===== src/rtl/npc_pkg.sv =====
package npc_pkg;

  localparam int OPC_W = 6;

  localparam logic [OPC_W-1:0] OPC_JUMP  = 6'h1B;
  localparam logic [OPC_W-1:0] OPC_BRZ   = 6'h1D;
  localparam logic [OPC_W-1:0] OPC_BRNZ  = 6'h1E;
  localparam logic [OPC_W-1:0] OPC_LDREL = 6'h1F;

  typedef enum logic [2:0] {
    FLOW_SEQ,
    FLOW_JUMP,
    FLOW_BRZ,
    FLOW_BRNZ,
    FLOW_LDREL
  } flow_e;

endpackage


===== src/rtl/npc_decode.sv =====
module npc_decode
  import npc_pkg::*;
(
  input  logic [OPC_W-1:0] op_i,
  output flow_e            flow_o,
  output logic             link_we_o
);

  always_comb begin
    flow_o    = FLOW_SEQ;
    link_we_o = 1'b0;
    unique case (op_i)
      OPC_JUMP: begin
        flow_o    = FLOW_JUMP;
        link_we_o = 1'b1;
      end
      OPC_BRZ: begin
        flow_o    = FLOW_BRZ;
        link_we_o = 1'b1;
      end
      OPC_BRNZ: begin
        flow_o    = FLOW_BRNZ;
        link_we_o = 1'b1;
      end
      OPC_LDREL: begin
        flow_o    = FLOW_LDREL;
        link_we_o = 1'b0;
      end
      default: begin
        flow_o    = FLOW_SEQ;
        link_we_o = 1'b0;
      end
    endcase
  end

endmodule


===== src/rtl/npc_addr_calc.sv =====
module npc_addr_calc #(
  parameter int WORD_BITS = 20,
  parameter int LIT_W     = 16
) (
  input  logic [WORD_BITS-1:0] cur_word_i,
  input  logic [LIT_W-1:0]     lit_i,
  input  logic [WORD_BITS-1:0] ra_word_i,
  output logic [WORD_BITS-1:0] inc_word_o,
  output logic [WORD_BITS-1:0] rel_word_o,
  output logic [WORD_BITS-1:0] jmp_word_o
);

  logic [WORD_BITS-1:0] lit_words;

  generate
    if (LIT_W < WORD_BITS) begin : g_lit_sext
      assign lit_words = {{(WORD_BITS-LIT_W){lit_i[LIT_W-1]}}, lit_i};
    end else begin : g_lit_trunc
      assign lit_words = lit_i[WORD_BITS-1:0];
    end
  endgenerate

  // Word-index arithmetic: +1 word is +4 bytes, the literal counts words.
  always_comb begin
    inc_word_o = cur_word_i + WORD_BITS'(1);
    rel_word_o = inc_word_o + lit_words;
    jmp_word_o = ra_word_i;
  end

endmodule


===== src/rtl/npc_select.sv =====
module npc_select
  import npc_pkg::*;
#(
  parameter int WORD_BITS = 20
) (
  input  flow_e                flow_i,
  input  logic                 ra_zero_i,
  input  logic [WORD_BITS-1:0] inc_word_i,
  input  logic [WORD_BITS-1:0] rel_word_i,
  input  logic [WORD_BITS-1:0] jmp_word_i,
  output logic [WORD_BITS-1:0] next_word_o
);

  always_comb begin
    next_word_o = inc_word_i;
    unique case (flow_i)
      FLOW_JUMP: next_word_o = jmp_word_i;
      FLOW_BRZ:  if (ra_zero_i)  next_word_o = rel_word_i;
      FLOW_BRNZ: if (!ra_zero_i) next_word_o = rel_word_i;
      default:   next_word_o = inc_word_i;
    endcase
  end

endmodule


===== src/rtl/npc_pc_reg.sv =====
module npc_pc_reg #(
  parameter int WORD_BITS = 20
) (
  input  logic                 clk,
  input  logic                 rst_n,
  input  logic                 load_en_i,
  input  logic [WORD_BITS-1:0] next_word_i,
  output logic [WORD_BITS-1:0] word_o
);

  logic [WORD_BITS-1:0] word_d;
  logic [WORD_BITS-1:0] word_q;

  always_comb begin
    word_d = word_q;
    if (load_en_i) word_d = next_word_i;
  end

  always_ff @(posedge clk or negedge rst_n) begin
    if (!rst_n) word_q <= '0;
    else        word_q <= word_d;
  end

  assign word_o = word_q;

endmodule


===== src/rtl/npc_unit.sv =====
module npc_unit
  import npc_pkg::*;
#(
  parameter int XLEN      = 32,
  parameter int WORD_BITS = 20,
  parameter int LIT_W     = 16
) (
  input  logic             clk,
  input  logic             rst_n,
  input  logic             step_i,
  input  logic [OPC_W-1:0] op_i,
  input  logic [XLEN-1:0]  ra_val_i,
  input  logic [LIT_W-1:0] lit_i,
  output logic [XLEN-1:0]  pc_o,
  output logic [XLEN-1:0]  next_pc_o,
  output logic [XLEN-1:0]  link_o,
  output logic             link_we_o,
  output logic [XLEN-1:0]  ldr_addr_o
);

  localparam int SPAN_BITS = WORD_BITS + 2;
  localparam int PAD_BITS  = XLEN - SPAN_BITS;

  flow_e                flow;
  logic                 ra_zero;
  logic [WORD_BITS-1:0] cur_word;
  logic [WORD_BITS-1:0] inc_word;
  logic [WORD_BITS-1:0] rel_word;
  logic [WORD_BITS-1:0] jmp_word;
  logic [WORD_BITS-1:0] next_word;

  // Decision taken from Ra as seen at the strobe edge.
  assign ra_zero = (ra_val_i == '0);

  npc_decode u_decode (
    .op_i      (op_i),
    .flow_o    (flow),
    .link_we_o (link_we_o)
  );

  npc_addr_calc #(
    .WORD_BITS (WORD_BITS),
    .LIT_W     (LIT_W)
  ) u_addr_calc (
    .cur_word_i (cur_word),
    .lit_i      (lit_i),
    .ra_word_i  (ra_val_i[SPAN_BITS-1:2]),
    .inc_word_o (inc_word),
    .rel_word_o (rel_word),
    .jmp_word_o (jmp_word)
  );

  npc_select #(
    .WORD_BITS (WORD_BITS)
  ) u_select (
    .flow_i      (flow),
    .ra_zero_i   (ra_zero),
    .inc_word_i  (inc_word),
    .rel_word_i  (rel_word),
    .jmp_word_i  (jmp_word),
    .next_word_o (next_word)
  );

  npc_pc_reg #(
    .WORD_BITS (WORD_BITS)
  ) u_pc_reg (
    .clk         (clk),
    .rst_n       (rst_n),
    .load_en_i   (step_i),
    .next_word_i (next_word),
    .word_o      (cur_word)
  );

  generate
    if (PAD_BITS > 0) begin : g_pad
      assign pc_o       = {{PAD_BITS{1'b0}}, cur_word,  2'b00};
      assign next_pc_o  = {{PAD_BITS{1'b0}}, next_word, 2'b00};
      assign link_o     = {{PAD_BITS{1'b0}}, inc_word,  2'b00};
      assign ldr_addr_o = {{PAD_BITS{1'b0}}, rel_word,  2'b00};
    end else begin : g_full
      assign pc_o       = {cur_word,  2'b00};
      assign next_pc_o  = {next_word, 2'b00};
      assign link_o     = {inc_word,  2'b00};
      assign ldr_addr_o = {rel_word,  2'b00};
    end
  endgenerate

endmodule


===== config.mk =====
export PLATFORM = sky130hd
export DESIGN_NAME = npc_unit
export DESIGN_NICKNAME = d
export VERILOG_FILES = /design/src/rtl/npc_pkg.sv /design/src/rtl/npc_decode.sv /design/src/rtl/npc_addr_calc.sv /design/src/rtl/npc_select.sv /design/src/rtl/npc_pc_reg.sv /design/src/rtl/npc_unit.sv
export SDC_FILE = /design/constraint.sdc
export NUM_CORES = 1
export LEC_CHECK = 0
export ABC_AREA = 1
export BUFFER_PORTS_ARGS = -buffer_cell sky130_fd_sc_hd__buf_2
export CELL_PAD_IN_SITES_DETAIL_PLACEMENT = 0
export CELL_PAD_IN_SITES_GLOBAL_PLACEMENT = 1
export CORE_MARGIN = 5
export CORE_UTILIZATION = 31
export DETAILED_ROUTE_END_ITERATION = 10
export GPL_ROUTABILITY_DRIVEN = 0
export GPL_TIMING_DRIVEN = 0
export MAX_ROUTING_LAYER = met4
export PLACE_DENSITY = 0.82
export SLEW_MARGIN = 20
export SYNTH_ARGS = -nofsm -noshare
export SYNTH_HDL_FRONTEND = slang
export SYNTH_SLANG_ARGS = --single-unit

===== constraint.sdc =====
create_clock -name clk -period 4.3 [get_ports clk]
set_clock_uncertainty 0.15 [all_clocks]
set_input_delay 0.645 -clock clk [delete_from_list [all_inputs] [get_ports clk]]
set_output_delay 0.645 -clock clk [all_outputs]
set_load 0.005 [all_outputs]

* After elaboration in Yosys (flattened, before gate mapping)
Cells that the tools add are included.
** Cells by class
- Equality and inequality tests :: 7
- Mux-type cells :: 5
- Add/sub/neg operators :: 2
- Reduce and logical (&&, ||, !) cells :: 2
** Operators by type and width (count)
- $pmux W20 S3 :: 1
- $mux W20 :: 2
- $logic_not A32 Y1 :: 1
- $eq A6 B5 Y1 const B :: 4
- $add A20 B1 Y20 const B :: 1
- $add A20 B20 Y20 :: 1
- $pmux W3 S4 :: 1
- $eq A3 B2 Y1 const B :: 2
- $eq A3 B1 Y1 const B :: 1
- $reduce_or A3 Y1 :: 1
- $mux W1 :: 1
** Word-level totals
- Flip-flop bits (word level) :: 20
- Input bits :: 57

* Longest topological paths before layout
Gate-level depths: netlist (run 1).
- Word-level depth :: 4
- Gate-level depth with buffers :: 25
- Mapped depth without buffers :: 25

* By module
A second synthesis (run 1) with hierarchy kept.
** Unflattened totals
- Cell total of the unflattened synthesis :: 736
- Area total of the unflattened synthesis :: 4159.0 um^2
** By module, submodules not included
- npc_addr_calc :: area an instance 1716.6 um^2, cells an instance 296, times used 1, seq. area each 0.0 um^2
- npc_select :: area an instance 1088.5 um^2, cells an instance 251, times used 1, seq. area each 0.0 um^2
- npc_pc_reg :: area an instance 767.0 um^2, cells an instance 85, times used 1, seq. area each 500.5 um^2
- npc_unit :: area an instance 480.5 um^2, cells an instance 80, times used 1, seq. area each 0.0 um^2
- npc_decode :: area an instance 106.4 um^2, cells an instance 24, times used 1, seq. area each 0.0 um^2

* Least setup slack after synthesis (run 1)
OpenSTA, ideal clock, no wires.
- Path type :: register to output
- Start point :: register u_pc_reg.word_q[0], in the netlist u_pc_reg.word_o[0]
- End point :: output port next_pc_o[21]
- Arrival :: 2820 ps
- Stages on the path, launching flop included :: 23
- Data required time :: 3505 ps
- Slack :: 685 ps
- Buffers on the path :: 0
- Cell sequence :: dfrtp_1 > ha_1 > nand2_1 > nor2_2 > nand2_1 > nor2_2 > nand2_2 > nor2_4 > xor2_2 > inv_1 > ha_1 > nand2_1 > nor2_1 > nand2_1 > nor2_1 > nand2_1 > nand3_1 > nand3_1 > nand2_2 > nand2_1 > nand2_1 > nand3_1 > and2_1
** On the way
- Cells in the longest elaborated chain, start to end :: 4
** Ends and longest elaborated chain
- start, declared :: RTL line npc_pc_reg.sv:12 : logic [WORD_BITS-1:0] word_q;
- start signal, assigned :: RTL line npc_pc_reg.sv:21 : else word_q <= word_d;
- $add A20 B1 Y20 (*) :: RTL line npc_addr_calc.sv:25 : inc_word_o = cur_word_i + WORD_BITS'(1);
- named net link_o[16] :: RTL line npc_unit.sv:16 : output logic [XLEN-1:0] link_o,
- $add A20 B20 Y20 (*) :: RTL line npc_addr_calc.sv:26 : rel_word_o = inc_word_o + lit_words;
- $mux W20, on equally long branches :: RTL line npc_select.sv:19, npc_select.sv:18
- $pmux W20 S3 (*) :: RTL line npc_select.sv:16 : unique case (flow_i)
- end, declared :: RTL line npc_unit.sv:15 : output logic [XLEN-1:0] next_pc_o,
The timed path passes the listed nets; every way through them passes the cells marked *.

* Final worst setup path (run 1)
- Start point :: register u_pc_reg.word_q[0], in the netlist u_pc_reg.word_o[0]
- End point :: output port next_pc_o[14]
** On the way
- Cells in the longest elaborated chain, start to end :: 4
** Ends and longest elaborated chain (RTL line)
- $add A20 B1 Y20 (*) :: npc_addr_calc.sv:25
- $add A20 B20 Y20 :: npc_addr_calc.sv:26
- $mux W20, on equally long branches :: npc_select.sv:19, npc_select.sv:18
- $pmux W20 S3 (*) :: npc_select.sv:16
Every way passes the cells marked *; elsewhere a longest branch is shown, timed or not.

==> run_results.csv, run 1 <==
group,metric,value,unit
clocking,cts_tree,"yes",
critical_path,r2r_end,"u_pc_reg.word_o[9]",
run,max_cap_violations,0,
sta,fin_hold_ws,0.193,ns
sta,rsz0062_at_grt,"true",
sta,setup_ws,0.162,ns
power_and_ir_drop,ir_drop,0.216,mV
synth,synth_area,4010,sq um
final_layout,utilization,0.449,
global_routing,grt_first_pass_wirelength,24.0,mm
critical_path,arrival,3.34,ns
routing,drtIter0Drc,289,
synth,synthAdderAreaFrac,0.0674,
floorplan,start_util,0.316,
critical_path,start_kind,"flip-flop",
critical_path,worst-path-buf-inv,5,
synth,synth_top_area_frac,0.190,
placement,io_buffers,136,
final_layout,drive_above_1_share,0.348,
critical_path,critPathKind,"flip-flop to output port",
final_layout,nFillCells,1426,
global_routing,grt_max_degree,21,
floorplan,io_pins,186,
power_and_ir_drop,p_leak,3.20,nW
min_path,hold_class,"input port to asynchronous set/reset pin",
critical_path,end_kind,"output port",
clocking,insertion_delay,0.26,ns
synth,yosysMostFrequentCell,"nand2_1",
placement,dpl.hpwl,13.4,mm
sta,finalHoldViolCount,0,
sta,finalCritPeriodShare,0.962,
synth,synthTopCellsByArea,"nand2_1, dfrtp_1, buf_4, inv_1, nand3_1",
critical_path,critPathRequiredTime,3.50,ns
power_and_ir_drop,p_per_area,370,nW/um^2
critical_path,path_max_fanout,6,
routing,vias_per_cell,4.61,
synth,synthMuxAreaShare,0,
critical_path,cp-endpoint,"next_pc_o[14]",
synth,synthFlopType,"dfrtp_1",
synth,synth-seq-cells,20,
critical_path,r2r_cells,17,
routing,drt-total-wl,16.0,mm
final_layout,syn2layout_area_growth,42.1,%
synth,yosysWarnings,0,
clocking,cts.root.buffer_cell,"clkbuf_16",
floorplan,die_area,15300,sq um
synth,synth_area_per_cell,5.75,sq um
synth,synth_common_cells,"nand2_1, inv_1, nand3_1",
final_layout,largest_register_ffs,20,
critical_path,critPathLaunch,"u_pc_reg.word_o[0]",
sta,tightest_slew,0.559,ns
synth,async_flop_share,1.00,
sta,post-route-min-period,4.14,ns
placement,pre_cts_ws,0.0760,ns
critical_path,critPathTopFamily,"simple AND/OR/NAND/NOR gates",
synth,synth-compound-area-share,0.149,
critical_path,reg2reg_slack,1.07,ns
synth,synth_edf_count,0,
floorplan,fp.dieH,124,microns
critical_path,crit_slowest_cell,"dfrtp_1",
sta,fmax,242,MHz
routing,ant_nets,0,
routing,drc,0,
outcome,status,"complete, no violations",
synth,synthXorXnorAreaFrac,0.0368,
clocking,clockBufferDepth,2,
synth,ys_seq_area_frac,0.125,
critical_path,rr_startpoint,"u_pc_reg.word_o[0]",
global_routing,grt_antenna_before_repair,0,
power_and_ir_drop,combPwrFrac,0.728,
global_routing,grt_pass1_vias,4684,
synth,synth-simple-area-share,0.431,
synth,yosysTopAreaCell,"nand2_1",
floorplan,row_count,41,
synth,synth_top_family_by_area,"simple AND/OR/NAND/NOR gates",
final_layout,n_antenna_cell,0,
sta,final_max_slew_viol_count,0,
clocking,clk_pin_slew,0.06,ns
power_and_ir_drop,clkPwrFrac,0.124,
clocking,cts_buffers,3,
critical_path,path_cells,"buf_4 -> inv_2 -> nor2_4 -> nand2_4 -> nor2_8 -> or2_2 -> nand2_1 -> inv_1 -> ha_2 -> nand2_2 -> o21ai_2 -> inv_1 -> nand3_1 -> nand2_1 -> o21ai_0 -> nand3_1 -> and2_1 -> buf_2",
synth,synth_cells,697,
power_and_ir_drop,seq_power_share,0.148,
routing,dr.pass1.iters,5,
power_and_ir_drop,p_sw_frac,0.503,
sta,maxSlewHeadroom,0.627,
clocking,htreeDepth,1,
critical_path,max_stage_delay,0.42,ns
power_and_ir_drop,p_int,1.05,mW
routing,vias,4959,
sta,setup_viol,0,
power_and_ir_drop,p_switching,1.06,mW
floorplan,dieWidth,124,microns
global_routing,overflow,0,
floorplan,core,12700,sq um
routing,wl_per_cell,14.9,microns
synth,ys_types,41,
clocking,clock-sinks,20,
critical_path,path_depth,18,
global_routing,grtUsageTotal,0.206,
final_layout,nNetsFinal,982,
==> layer usage <==
layer | GRT usage | routed length [microns]
met5 | - | 0
met2 | 0.340 | 7420
met4 | 0.0159 | 89
met3 | 0.0186 | 1050
met1 | 0.286 | 7460
==> worst min-delay path by stage <==
stage                                   from                   to  cells after the start
after floorplan                        rst_n   u_pc_reg.word_o[0]                      0
after global placement    u_pc_reg.word_o[1]   u_pc_reg.word_o[1]                      2
after detailed placement  u_pc_reg.word_o[1]   u_pc_reg.word_o[1]                      2
after CTS                              rst_n  u_pc_reg.word_o[11]                      1
after global routing                   rst_n  u_pc_reg.word_o[11]                      1
final                                  rst_n  u_pc_reg.word_o[11]                      1
==> cell families (layout without fill, tap and decap cells) <==
group	Yosys count	in the layout
adder cells (fa/ha/maj)	21	21
AO/OA/AOI/OAI	114	114
other	1	48
AND/OR/NAND/NOR	376	376
flip-flops	20	20
buffers and inverters	149	308
XOR/XNOR	16	16
==> stage by stage <==
step	power [mW]	std cells	cell area [sq um]	TNS [ns]
after global placement	1.66	1052	5080	0
after CTS	1.96	1059	5290	-0.00147
after global routing	2.30	1075	5690	-0.255
after floorplan	1.10	744	4180	0
after detailed placement	1.66	1052	5080	0
final	2.11	1075	5690	0
==> what timing repair did <==
| action | CTS | global route |
|---|---|---|
| endpoints found under the hold margin | 0 | 0 |
| cloned | 0 | 0 |
| gates resized for setup | 15 | 73 |
| endpoints found under the setup margin | 8 | 15 |
| pin swaps | 4 | 26 |
| setup buffers | 3 | 16 |
| hold buffers | 0 | 0 |
==> power by group through the flow <==
stage	Combinational [mW]	Sequential [mW]	Clock (mW)
after detailed placement	1.36	0.308	0
after global placement	1.36	0.307	0
after CTS	1.39	0.308	0.265
after floorplan	0.798	0.299	0
final	1.53	0.311	0.262
after global routing	1.71	0.319	0.274
==> layout make-up <==
| cell class | count | area [sq um] | share of cell area |
|---|---|---|---|
| multi-input combinational | 575 | 3280 | 0.575 |
| timing repair buffer | 155 | 836 | 0.147 |
| clock inverter | 1 | 30.0 | 0.00527 |
| sequential | 20 | 503 | 0.0883 |
| inverter | 83 | 312 | 0.0547 |
| clock buffer | 3 | 75.1 | 0.0132 |
| buffer | 66 | 448 | 0.0787 |
| tap | 172 | 215 | 0.0378 |
==> placed cells by master, fill, tap and decap left out, types with 2 or more instances in the layout <==
master	n
o21ai_2	5
o21bai_1	2
clkbuf_1	9
a21oi_2	8
o211ai_1	2
xnor2_2	2
clkbuf_16	3
nand3_2	7
conb_1	48
dfrtp_1	18
nor2_2	4
nand2_2	18
o21ai_1	6
and2_4	2
nand2_1	187
nand4_1	13
xor2_1	3
nor3_2	2
nand3b_1	3
dfrtp_2	2
buf_4	67
nand3_1	56
nor2_4	12
nor3_1	4
ha_4	8
o21ai_0	45
buf_2	143
nor2_1	44
nor4_1	2
xnor2_1	5
ha_2	4
inv_1	75
nand2_4	7
ha_1	8
inv_2	8
and2_1	12
a21oi_1	41
xor2_2	5
Power figures use the tool's default switching activity.
==> run 2, diff against run 1 <==
--- a/config.mk
+++ b/config.mk
@@ -8,9 +8,9 @@
 export ABC_AREA = 1
 export BUFFER_PORTS_ARGS = -buffer_cell sky130_fd_sc_hd__buf_2
 export CELL_PAD_IN_SITES_DETAIL_PLACEMENT = 0
-export CELL_PAD_IN_SITES_GLOBAL_PLACEMENT = 1
+export CELL_PAD_IN_SITES_GLOBAL_PLACEMENT = 2
 export CORE_MARGIN = 5
-export CORE_UTILIZATION = 31
+export CORE_UTILIZATION = 23
 export DETAILED_ROUTE_END_ITERATION = 10
 export GPL_ROUTABILITY_DRIVEN = 0
 export GPL_TIMING_DRIVEN = 0
==> constraint.sdc (replaced) <==
create_clock -name clk -period 4.3 [get_ports clk]
set_clock_uncertainty 0.15 [all_clocks]
set_input_delay 0.215 -clock clk [delete_from_list [all_inputs] [get_ports clk]]
set_output_delay 0.215 -clock clk [all_outputs]
set_load 0.02 [all_outputs]
==> run_results.csv, run 2 (synthesized netlist as in run 1, its figures left out) <==
group,metric,value,unit
outcome,status,"complete, no violations",
final_layout,seq_area,503,sq um
routing,drtIter0Drc,315,
sta,post-route-min-period,3.97,ns
floorplan,core,17200,sq um
power_and_ir_drop,p_int,924,uW
floorplan,dieWidth,142,microns
critical_path,crit_slowest_cell,"dfrtp_1",
min_path,hold_class,"input port to flip-flop",
routing,drt-total-wl,17.3,mm
final_layout,nNetsFinal,968,
power_and_ir_drop,p_per_area,427,nW/um^2
clocking,cts_tree,"yes",
routing,ant_nets,0,
global_routing,grt_max_degree,21,
sta,finalCritPeriodShare,0.924,
sta,maxSlewHeadroom,0.595,
final_layout,nFillCells,2039,
placement,dpl.hpwl,15.0,mm
placement,io_buffers,136,
sta,finalHoldViolCount,0,
routing,dr.pass1.iters,5,
global_routing,grt_antenna_before_repair,0,
final_layout,layout_commonest_cell,"nand2_1",
clocking,clockBufferDepth,2,
power_and_ir_drop,p_leak,3.07,nW
clocking,cts_buffers,3,
power_and_ir_drop,clkPwrFrac,0.095,
clocking,htreeDepth,1,
critical_path,start_kind,"flip-flop",
routing,vias,4869,
routing,drc,0,
power_and_ir_drop,p_sw_frac,0.595,
final_layout,mostFrequentLayoutCells,"nand2_1, buf_2, inv_1, nand3_1, buf_4",
power_and_ir_drop,seq_power_share,0.135,
final_layout,largest_register_ffs,20,
floorplan,fp.dieH,142,microns
global_routing,grt_first_pass_wirelength,26.7,mm
final_layout,n_antenna_cell,0,
final_layout,drive_above_1_share,0.276,
sta,tightest_slew,0.607,ns
global_routing,grtUsageTotal,0.172,
final_layout,multiInputGateArea,3000,sq um
critical_path,arrival,3.61,ns
final_layout,syn2layout_area_growth,33.5,%
sta,fmax,252,MHz
critical_path,path_max_fanout,5,
sta,setup_viol,0,
global_routing,overflow,0,
final_layout,utilization,0.312,
floorplan,die_area,20200,sq um
clocking,cts.root.buffer_cell,"clkbuf_16",
floorplan,io_pins,186,
clocking,clock-sinks,20,
global_routing,grt_pass1_vias,4911,
routing,vias_per_cell,4.37,
critical_path,critPathKind,"flip-flop to output port",
floorplan,start_util,0.233,
floorplan,row_count,48,
power_and_ir_drop,ir_drop,0.270,mV
clocking,insertion_delay,0.26,ns
power_and_ir_drop,p_switching,1.36,mW
critical_path,end_kind,"output port",
clocking,clk_pin_slew,0.06,ns
critical_path,max_stage_delay,0.43,ns
power_and_ir_drop,combPwrFrac,0.770,
sta,fin_hold_ws,0.207,ns
critical_path,path_cells,"nand2_1 -> nor2_4 -> nand4_1 -> xor2_1 -> inv_1 -> ha_1 -> a21oi_1 -> a21boi_0 -> nand3_1 -> xor2_1 -> o21ai_0 -> nand3_1 -> and2_1 -> buf_2",
routing,wl_per_cell,15.6,microns
critical_path,critPathRequiredTime,3.93,ns
run,max_cap_violations,0,
sta,final_max_slew_viol_count,0,
run 2: per-layer routing:
| layer | vias up | global-route usage | share of wire |
|---|---|---|---|
| li1 | 2546 | - | - |
| met1 | 2117 | 0.237 | 0.48 |
| met2 | 192 | 0.268 | 0.44 |
| met3 | 14 | 0.0343 | 0.069 |
| met4 | 0 | 0.0227 | 0.015 |
| met5 | - | - | 0 |
run 2: worst max-delay path: cells and delay by family (launching register included):
kind                       cells  cell delay [ns]
buffers and inverters          2             0.30
xor gates and xnor gates       2             0.70
adders and majority gates      1             0.38
DFF                            1             0.43
AOI/OAI and AO/OA              3             0.62
and+or+nand+nor                6             0.92
run 2: final cells by class:
class	instances	area share
timing repair buffer	141	0.135
clock buffer	4	0.0166
multi-input combinational	575	0.560
sequential	20	0.0940
buffer	66	0.0837
inverter	83	0.0582
tap	225	0.0526
run 2: worst paths after layout:
kind	from	to	slack, ns	depth (start not counted)
max	u_pc_reg.word_o[2]	next_pc_o[12]	0.33	14
min	step_i	u_pc_reg.word_o[6]	0.21	3
max reg2reg	u_pc_reg.word_o[2]	u_pc_reg.word_o[14]	0.89	17
min reg2reg	u_pc_reg.word_o[1]	u_pc_reg.word_o[1]	0.39	2
max in group asynchronous	rst_n	u_pc_reg.word_o[0]	3.34	2
min in group asynchronous	rst_n	u_pc_reg.word_o[18]	0.31	2
run 2: repair_timing:
item,in CTS,in global routing
hold buffers,1,0
setup buffers,0,4
resized for setup,0,17
setup endpoints to repair,0,6
hold endpoints to repair,20,0
run 2: stage by stage:
stage	TNS, ns	power [mW]	setup WS [ns]	cell area [sq um]	std cells
6_report	0	2.28	0.327	5350	1114
5_1_grt	-0.00945	2.50	-0.00931	5350	1114
4_1_cts	0	2.28	0.110	5250	1110
3_5_place_dp	0	2.05	0.392	5150	1105
3_3_place_gp	0	2.05	0.383	5150	1105
2_1_floorplan	0	1.44	0.778	4180	744
run 2: power by group through the flow:
| stage | Clock [mW] | Sequential, mW | Combinational (mW) |
|---|---|---|---|
| after floorplan | 0 | 0.353 | 1.08 |
| after global placement | 0 | 0.310 | 1.74 |
| after detailed placement | 0 | 0.311 | 1.74 |
| after CTS | 0.220 | 0.308 | 1.75 |
| after global routing | 0.227 | 0.318 | 1.96 |
| final | 0.217 | 0.307 | 1.76 |
==> run 3, diff against run 2 <==
==> constraint.sdc (replaced) <==
create_clock -name clk -period 4.3 [get_ports clk]
set_clock_uncertainty 0.15 [all_clocks]
set_input_delay 0.43 -clock clk [delete_from_list [all_inputs] [get_ports clk]]
set_output_delay 0.43 -clock clk [all_outputs]
set_load 0.02 [all_outputs]
==> run_results.csv, run 3 (synthesized netlist as in run 1, its figures left out) <==
group,metric,value,unit
critical_path,rr_startpoint,"u_pc_reg.word_o[1]",
sta,final_max_slew_viol_count,0,
routing,vias_per_cell,4.40,
final_layout,mostFrequentLayoutCells,"nand2_1, buf_2, inv_1, buf_4, nand3_1",
global_routing,overflow,0,
sta,post-route-min-period,4.06,ns
sta,finalCritPeriodShare,0.944,
floorplan,fp.dieH,142,microns
outcome,violations,"negative hold slack",
final_layout,syn2layout_area_growth,38.9,%
floorplan,dieWidth,142,microns
routing,ant_nets,0,
power_and_ir_drop,fin_total_pwr,2.36,mW
placement,io_buffers,136,
min_path,hold_class,"input port to asynchronous set/reset pin",
critical_path,critPathKind,"flip-flop to output port",
critical_path,end_kind,"output port",
critical_path,critPathRequiredTime,3.72,ns
clocking,htreeDepth,1,
run,max_cap_violations,0,
final_layout,nNetsFinal,973,
clocking,insertion_delay,0.26,ns
global_routing,grtUsageTotal,0.172,
floorplan,core,17200,sq um
routing,vias,4926,
placement,dpl.hpwl,15.0,mm
critical_path,start_kind,"flip-flop",
critical_path,critPathLaunch,"u_pc_reg.word_o[1]",
clocking,clockBufferDepth,2,
routing,dr.pass1.iters,6,
routing,drc,0,
sta,finalHoldViolCount,20,
global_routing,grt_max_degree,21,
sta,maxSlewHeadroom,0.606,
sta,setup_ws,0.239,ns
floorplan,start_util,0.233,
routing,drtIter0Drc,294,
final_layout,n_antenna_cell,0,
global_routing,grt_first_pass_wirelength,26.8,mm
clocking,clock-sinks,20,
floorplan,io_pins,186,
power_and_ir_drop,p_leak,3.13,nW
global_routing,grt_antenna_before_repair,0,
clocking,cts_buffers,3,
routing,drt-total-wl,17.4,mm
floorplan,row_count,48,
sta,fmax,246,MHz
floorplan,die_area,20200,sq um
power_and_ir_drop,ir_drop,0.268,mV
critical_path,arrival,3.48,ns
placement,pre_cts_ws,0.177,ns
sta,fin_hold_ws,-0.0151,ns
final_layout,layout_commonest_cell,"nand2_1",
global_routing,grt_pass1_vias,4918,
sta,setup_viol,0,
critical_path,path_max_fanout,5,
outcome,status,"finished, violations left",
sta,tightest_slew,0.590,ns
final_layout,drive_above_1_share,0.312,
final_layout,largest_register_ffs,20,
clocking,clk_pin_slew,0.06,ns
routing,wl_per_cell,15.6,microns
clocking,cts.root.buffer_cell,"clkbuf_16",
clocking,cts_tree,"yes",
power_and_ir_drop,p_per_area,424,nW/um^2
-- run 3: cell count changes in the layout (fill, tap and decap cells not counted), moves of 4 or more --
cell	delta
nand2_1	-8
nand2_2	+5
a21oi_1	-4
buf_4	+6
ha_1	-4
-- run 3: cell type report --
class,count,area (sq um)
tap,225,282
multi-input combinational,575,3160
timing repair buffer,146,771
fill,2025,11600
clock buffer,4,88.8
inverter,83,312
buffer,66,448
sequential,20,503
-- run 3: stage by stage --
step	TNS, ns	cells	util	cell area [sq um]
finish	0	1119	0.324	5570
global route	-0.0935	1119	0.324	5570
CTS	0	1110	0.307	5270
detailed placement	0	1105	0.300	5150
global placement	0	1105	0.300	5150
floorplan	0	744	-	4180
-- run 3: worst paths after layout --
| check | endpoint | slack, ns | cells past startpoint |
|---|---|---|---|
| max | next_pc_o[12] | 0.24 | 16 |
| min reg2reg | u_pc_reg.word_o[14] | 0.41 | 2 |
| max reg2reg | u_pc_reg.word_o[19] | 0.99 | 23 |
| min | u_pc_reg.word_o[19] | -0.02 | 1 |
| min in group clk | u_pc_reg.word_o[14] | 0.41 | 2 |
| max in group asynchronous | u_pc_reg.word_o[0] | 3.65 | 1 |
-- run 3: worst max-delay path, stage by stage, from the launching register on --
cell and delay [ns]:
dfrtp_1 0.39, buf_4 0.12, nand2_1 0.08, nor2_4 0.17, nand3_1 0.15, xor2_2 0.30, inv_2 0.12, ha_2 0.41
nand2_1 0.10, o21ai_0 0.19, nand2_1 0.07, nand3_1 0.18, xor2_1 0.32, o21ai_0 0.14, nand3_1 0.17, and2_1 0.16
buf_2 0.16
-- run 3: layer usage --
layer  global-route usage  share of wire  up-vias
met2                0.268           0.44      206
met1                0.238           0.47     2153
li1                     -              -     2555
met4               0.0227          0.015        0
met3               0.0343          0.072       12
met5                    -              0        -
-- run 3: power by group --
group / total [mW] / switching [mW] / internal, mW
logic: 1.83 / 1.24 / 0.589
registers: 0.311 / 0.0756 / 0.236
clock network: 0.217 / 0.0752 / 0.142
total: 2.36 / 1.39 / 0.967
-- run 3: repair_timing --
item | in CTS | in global routing
pin swaps | 0 | 16
gates resized for setup | 3 | 55
setup endpoints to repair | 4 | 13
hold buffers | 0 | 0
buffers inserted | 1 | 9
endpoints found under the hold margin | 0 | 0
